--- src/rtl/tbase_pkg.sv ---
`timescale 1ns/1ps
package tbase_pkg;
  localparam int unsigned DATA_W      = 32;
  localparam int unsigned ADDR_W      = 12;
  localparam int unsigned BTN_W       = 2;
  localparam int unsigned SYNC_STAGES = 2;
  localparam int unsigned NUM_CTR     = 3;

  localparam logic [ADDR_W-1:0] OFS_BTN  = 12'h008;
  localparam logic [ADDR_W-1:0] OFS_SEC  = 12'h010;
  localparam logic [ADDR_W-1:0] OFS_HUND = 12'h014;
  localparam logic [ADDR_W-1:0] OFS_CYC  = 12'h018;
  localparam logic [ADDR_W-1:0] OFS_PRE  = 12'h01C;

  typedef enum logic [2:0] {
    SEL_NONE, SEL_BTN, SEL_SEC, SEL_HUND, SEL_CYC, SEL_PRE
  } reg_sel_e;

  function automatic reg_sel_e decode(input logic [ADDR_W-1:0] a);
    case (a)
      OFS_BTN:  return SEL_BTN;
      OFS_SEC:  return SEL_SEC;
      OFS_HUND: return SEL_HUND;
      OFS_CYC:  return SEL_CYC;
      OFS_PRE:  return SEL_PRE;
      default:  return SEL_NONE;
    endcase
  endfunction
endpackage

--- src/rtl/tb_tickdiv.sv ---
`timescale 1ns/1ps
module tb_tickdiv #(
  parameter int unsigned DIV = 10
) (
  input  logic clk,
  input  logic rst_n,
  output logic tick_o
);
  localparam int unsigned CW = (DIV > 1) ? $clog2(DIV) : 1;

  if (DIV <= 1) begin : g_pass
    assign tick_o = 1'b1;
  end else begin : g_cnt
    logic [CW-1:0] cnt;
    always_ff @(posedge clk or negedge rst_n) begin
      if (!rst_n)                     cnt <= '0;
      else if (cnt == CW'(DIV - 1))   cnt <= '0;
      else                            cnt <= cnt + 1'b1;
    end
    assign tick_o = (cnt == CW'(DIV - 1));
  end
endmodule

--- src/rtl/tb_upcount.sv ---
`timescale 1ns/1ps
module tb_upcount #(
  parameter int unsigned W = 32
) (
  input  logic         clk,
  input  logic         rst_n,
  input  logic         load_i,
  input  logic [W-1:0] load_val_i,
  input  logic         inc_i,
  output logic [W-1:0] count_o
);
  always_ff @(posedge clk or negedge rst_n) begin
    if (!rst_n)      count_o <= '0;
    else if (load_i) count_o <= load_val_i;
    else if (inc_i)  count_o <= count_o + 1'b1;
  end
endmodule

--- src/rtl/tb_prescale.sv ---
`timescale 1ns/1ps
module tb_prescale #(
  parameter int unsigned W = 32
) (
  input  logic         clk,
  input  logic         rst_n,
  input  logic         load_i,
  input  logic [W-1:0] load_val_i,
  output logic         zero_o,
  output logic [W-1:0] count_o,
  output logic [W-1:0] reload_o
);
  always_ff @(posedge clk or negedge rst_n) begin
    if (!rst_n) begin
      count_o  <= '0;
      reload_o <= '0;
    end else if (load_i) begin
      count_o  <= load_val_i;
      reload_o <= load_val_i;
    end else if (count_o == '0) begin
      count_o  <= reload_o;
    end else begin
      count_o  <= count_o - 1'b1;
    end
  end
  assign zero_o = (count_o == '0);
endmodule

--- src/rtl/tb_btnsync.sv ---
`timescale 1ns/1ps
module tb_btnsync #(
  parameter int unsigned N      = 2,
  parameter int unsigned STAGES = 2
) (
  input  logic         clk,
  input  logic         rst_n,
  input  logic [N-1:0] d_i,
  output logic [N-1:0] q_o
);
  logic [N-1:0] chain [STAGES];

  for (genvar s = 0; s < STAGES; s++) begin : g_stage
    always_ff @(posedge clk or negedge rst_n) begin
      if (!rst_n) chain[s] <= '0;
      else if (s == 0) chain[s] <= d_i;
      else chain[s] <= chain[(s == 0) ? 0 : s - 1];
    end
  end
  assign q_o = chain[STAGES-1];
endmodule

--- src/rtl/sysio_timebase.sv ---
`timescale 1ns/1ps
module sysio_timebase
  import tbase_pkg::*;
#(
  parameter int unsigned CLK_HZ = 32_000_000
) (
  input  logic              clk,
  input  logic              rst_n,
  input  logic              psel,
  input  logic              penable,
  input  logic              pwrite,
  input  logic [ADDR_W-1:0] paddr,
  input  logic [DATA_W-1:0] pwdata,
  output logic [DATA_W-1:0] prdata,
  input  logic [BTN_W-1:0]  btn_i
);
  localparam int unsigned DIV_SEC  = CLK_HZ;
  localparam int unsigned DIV_HUND = CLK_HZ / 100;

  reg_sel_e           sel;
  logic               wr_en;
  logic               wr_sec, wr_hund, wr_cyc, wr_pre;
  logic               tick_sec, tick_hund, pre_zero;
  logic [BTN_W-1:0]   btn_s;
  logic [DATA_W-1:0]  pre_cnt, pre_rel;
  logic [DATA_W-1:0]  sec_q, hund_q, cyc_q;
  logic [NUM_CTR-1:0] ctr_load, ctr_tick;
  logic [DATA_W-1:0]  ctr_q [NUM_CTR];

  assign sel     = decode(paddr);
  assign wr_en   = psel & penable & pwrite;
  assign wr_sec  = wr_en && (sel == SEL_SEC);
  assign wr_hund = wr_en && (sel == SEL_HUND);
  assign wr_cyc  = wr_en && (sel == SEL_CYC);
  assign wr_pre  = wr_en && (sel == SEL_PRE);

  tb_tickdiv #(.DIV(DIV_SEC)) u_div_sec (
    .clk(clk), .rst_n(rst_n), .tick_o(tick_sec)
  );

  tb_tickdiv #(.DIV(DIV_HUND)) u_div_hund (
    .clk(clk), .rst_n(rst_n), .tick_o(tick_hund)
  );

  tb_prescale #(.W(DATA_W)) u_pre (
    .clk(clk), .rst_n(rst_n), .load_i(wr_pre), .load_val_i(pwdata),
    .zero_o(pre_zero), .count_o(pre_cnt), .reload_o(pre_rel)
  );

  tb_btnsync #(.N(BTN_W), .STAGES(SYNC_STAGES)) u_sync (
    .clk(clk), .rst_n(rst_n), .d_i(btn_i), .q_o(btn_s)
  );

  assign ctr_load = {wr_cyc, wr_hund, wr_sec};
  assign ctr_tick = {pre_zero, tick_hund, tick_sec};

  for (genvar g = 0; g < NUM_CTR; g++) begin : g_ctr
    tb_upcount #(.W(DATA_W)) u_ctr (
      .clk(clk), .rst_n(rst_n), .load_i(ctr_load[g]), .load_val_i(pwdata),
      .inc_i(ctr_tick[g]), .count_o(ctr_q[g])
    );
  end

  assign sec_q  = ctr_q[0];
  assign hund_q = ctr_q[1];
  assign cyc_q  = ctr_q[2];

  always_comb begin
    case (sel)
      SEL_BTN:  prdata = {{(DATA_W-BTN_W){1'b0}}, btn_s};
      SEL_SEC:  prdata = sec_q;
      SEL_HUND: prdata = hund_q;
      SEL_CYC:  prdata = cyc_q;
      SEL_PRE:  prdata = pre_rel;
      default:  prdata = '0;
    endcase
  end
endmodule

--- config.mk ---
export PLATFORM = sky130hd
export DESIGN_NAME = sysio_timebase
export DESIGN_NICKNAME = d
export VERILOG_FILES = /design/src/rtl/tbase_pkg.sv /design/src/rtl/tb_tickdiv.sv /design/src/rtl/tb_upcount.sv /design/src/rtl/tb_prescale.sv /design/src/rtl/tb_btnsync.sv /design/src/rtl/sysio_timebase.sv
export SDC_FILE = /design/constraint.sdc
export NUM_CORES = 1
export LEC_CHECK = 0
export BUFFER_PORTS_ARGS = -buffer_cell sky130_fd_sc_hd__buf_2
export CAP_MARGIN = 20
export CORE_UTILIZATION = 62
export DETAILED_ROUTE_END_ITERATION = 8
export PLACE_DENSITY = 0.85
export SLEW_MARGIN = 20
export SYNTH_ARGS = -nofsm -noshare
export SYNTH_HDL_FRONTEND = slang
export SYNTH_HIERARCHICAL = 1
export SYNTH_SLANG_ARGS = --single-unit
--- constraint.sdc ---
create_clock -name clk -period 4 [get_ports clk]
set_input_delay 1 -clock clk [delete_from_list [all_inputs] [get_ports clk]]
set_output_delay 1 -clock clk [all_outputs]
set_load 0.05 [all_outputs]
==> out/metrics.yaml <==
outcome:
  status: "finished, final reports clean"
clock_tree:
  cts_tree: "built"
  post_cts_buffers: 0
  clkTransAtPathRegs_ns: 0.06
  post_cts_resized: 0
  hold_buffers: 0
  root_buffer: "clkbuf_16"
  clk_latency_ns: 0.52
  ctsHtreeMaxLevel: 1
  cts_buffers: 24
  clock-sinks: 208
  clk_path_buf_depth: 3
global_routing:
  grt_pass1_vias: 10426
  antenna_found_initial: 0
  grt_max_degree: 98
  grt_overflow: 0
  grt_pass1_wl_um: 55700
  track_usage: 0.348
die:
  ioPinCount: 83
  start_util: 0.637
  die_area_sq_mm: 0.0208
  core_sq_mm: 0.0197
  die_y_um: 144
  row_count: 51
  fp.dieW_um: 144
synth:
  netlist_area_sq_mm: 0.0125
  ys_types: 69
  synth_top_flop_cell: "dfrtp_1"
  synth_edf_count: 0
  seq_area_frac_synth: 0.416
  avgSynthCellArea_sq_um: 9.47
  syn_inst: 1321
  async_reset_ff_frac: 1.00
  synth-seq-cells: 208
  synth_nets: 1379
  yosys_warnings: 6
pwr:
  pwr-share-comb: 0.049
  pwr-share-seq: 0.470
  power_density_mw_per_mm2: 330
  p_clk_frac: 0.481
  intPower_mw: 3.55
  swShare: 0.229
  p_switching_mw: 1.05
  p_total_mw: 4.60
  p_leak_nw: 5.45
  ir_worst_vdd_uv: 314
timing:
  rsz0062_at_grt: "no"
  worstMarginPinSlew_ns: 0.783
  fin_ws_ns: 0.427
  tns_ns: 0
  setup_violations: 0
  layout_min_cycle_time_ns: 3.57
  finalClockSkew_ns: 0.0240
  hold_viol_final: 0
  max_freq_mhz: 280
  max-slew-margin-rel: 0.478
  timing.final.crit_share: 0.893
  worst_hold_slack_ns: 0.349
  slew_violations: 0
route:
  first_pass_iters: 6
  drt_iter0_drc: 1366
  detail_route.vias_per_cell: 6.71
  drcViolationCount: 0
  vias: 11113
  wl_per_cell_um: 21.1
  drtAntennaViolNets: 0
  drt_wl_total_um: 34900
final_layout:
  diodes: 0
  syn_to_final_growth_pct: 11.4
  nFillCells: 1460
  post-route-cell-area_sq_mm: 0.0139
  utilization: 0.710
  nets: 1433
  fin_cells: 1657
  drive_gt1_frac: 0.167
worst_setup_path:
  endpoint_kind: "flip-flop"
  cp.depth: 9
  path_class: "flip-flop to flip-flop"
  path_max_fanout: 10
  crit_path_top_delay_cell: "or4_1"
  required_ns: 4.43
  cp-start-kind: "flip-flop"
  worst_path_largest_cell_delay_ns: 0.75
  crit_top_cell: "or4_1"
  path_cells: "or4_1, nor2_2, nand3_2, or2_1, inv_1, and4_1, nand4_4, or4_1, a31oi_1"
  crit_arrival_ns: 4.00
  r2r_cells: 9
  path_delay_family: "simple AND/OR/NAND/NOR gates"
  timing.critical_path.buf_inv: 1
placement:
  routabilityCongestion: 0.997
  io_buffer_count: 82
  postPlaceCellArea_sq_mm: 0.0131
  post-place-ws_ns: 0.488
  placedCellCount: 1614
  dp_hpwl_um: 24900
worst_hold_path:
  hp-class: "flip-flop to flip-flop"
  whs_path_depth: 0
run:
  max-cap-violations: 0
## kinds of logic (layout without fill, tap and decap cells)
kind of cell               after synthesis  in the layout  share of synthesized area
and+or+nand+nor                        579            579                      0.271
AOI/OAI and AO/OA                      265            265                      0.128
DFF                                    208            208                      0.416
buffers and inverters                  123            194                     0.0452
xor gates and xnor gates                88             88                     0.0616
muxes                                   51             51                     0.0718
adders and majority gates                7              7                    0.00700
## layout make-up
type / count / area (sq um) / area share
repair buffers: 103 / 652 / 0.0467
clock inverters: 5 / 58.8 / 0.00422
inverters: 48 / 180 / 0.0129
multi-input cells: 990 / 6780 / 0.486
clock buffers: 38 / 744 / 0.0534
well taps: 265 / 332 / 0.0238
flip-flops and latches: 208 / 5200 / 0.373
## registers in the layout (all words and copies together), names as in the netlist
| register | cells |
|---|---|
| g_ctr.u_ctr/count_o | 96 |
| u_pre/count_o | 32 |
| u_pre/reload_o | 32 |
| u_div_sec/g_cnt.cnt | 25 |
| u_div_hund/g_cnt.cnt | 19 |
| u_sync/chain | 2 |
| u_sync/q_o | 2 |
## path summary, 6_finish.rpt
path / startpoint / to / slack, ns
setup / recovery: u_pre/count_o[3]$_DFF_PN0_ / g_ctr[2].u_ctr/count_o[17]$_DFFE_PN0P_ / 0.43
min in group asynchronous: rst_n / g_ctr[0].u_ctr/count_o[5]$_DFFE_PN0P_ / 0.53
hold / removal: u_sync/chain[3]$_DFF_PN0_ / u_sync/q_o[1]$_DFF_PN0_ / 0.35
max in group asynchronous: rst_n / g_ctr[2].u_ctr/count_o[17]$_DFFE_PN0P_ / 2.65
hold reg to reg: u_sync/chain[3]$_DFF_PN0_ / u_sync/q_o[1]$_DFF_PN0_ / 0.35
setup reg to reg: u_pre/count_o[3]$_DFF_PN0_ / g_ctr[2].u_ctr/count_o[17]$_DFFE_PN0P_ / 0.43
## power groups by stage
stage | clock network [mW] | registers, mW | logic [mW]
after floorplan | 0 | 2.19 | 0.106
after global placement | 0 | 2.20 | 0.218
after detailed placement | 0 | 2.20 | 0.221
after CTS | 2.23 | 2.16 | 0.223
after global routing | 2.31 | 2.17 | 0.249
final | 2.21 | 2.16 | 0.225
## synthesized netlist by cell type (6+ instances only)
library cell | number | area [sq um]
or3_1 | 19 | 119
mux2_2 | 10 | 113
nor4_1 | 19 | 119
buf_6 | 7 | 78.8
a31oi_1 | 43 | 269
xor2_1 | 48 | 420
nand3_1 | 52 | 260
nand2_1 | 132 | 495
o21ai_0 | 118 | 591
buf_2 | 17 | 85.1
nand4_1 | 55 | 344
and4_4 | 6 | 67.6
or4_1 | 43 | 323
dfrtp_1 | 208 | 5200
ha_1 | 7 | 87.6
xnor2_1 | 40 | 350
nor2b_1 | 39 | 244
inv_1 | 48 | 180
nand4_4 | 8 | 170
and2_1 | 9 | 56.3
mux2i_1 | 11 | 110
nand2b_1 | 10 | 62.6
nor2_1 | 91 | 342
o21ai_1 | 15 | 75.1
and3_1 | 16 | 100
nor3b_1 | 6 | 45.0
and4_1 | 11 | 96.3
a21oi_1 | 14 | 70.1
o211ai_1 | 6 | 45.0
o31ai_1 | 33 | 248
buf_4 | 8 | 60.1
mux4_2 | 30 | 676
clkbuf_1 | 43 | 161
o31a_1 | 7 | 61.3
nor3_1 | 17 | 85.1
## worst register-to-register path, cell delays in order, from the launching register on
cell and delay (ns):
dfrtp_1 0.42, or4_1 0.75, nor2_2 0.23, nand3_2 0.21, or2_1 0.31, inv_1 0.16, and4_1 0.51, nand4_4 0.21
or4_1 0.54, a31oi_1 0.17
## metal layers
metal  vias to the layer above  global-route usage  wire, um
met3                       132              0.0649      3920
met2                       641               0.548     16200
met1                      5347               0.464     13100
li1                       4993                   -         -
met5                         -                   0         0
met4                         0               0.169      1690
## cells in the final DEF (no fill, tap or decap), types with 9 or more instances in the layout
cell type	count
nand4_1	55
mux4_2	30
and2_1	9
and4_1	11
buf_2	81
or4_1	43
nor4_1	18
nand2_1	132
nor2b_1	39
nand3_1	52
mux2i_1	11
o31ai_1	33
and3_1	16
o21ai_1	15
a31oi_1	43
buf_4	15
dfrtp_1	208
nor3_1	15
or3_1	19
a21oi_1	14
mux2_2	10
xnor2_1	40
nand2b_1	10
xor2_1	48
nor2_1	89
clkbuf_16	25
o21ai_0	118
inv_1	48
Note: power is estimated with default switching activity, not from simulation.
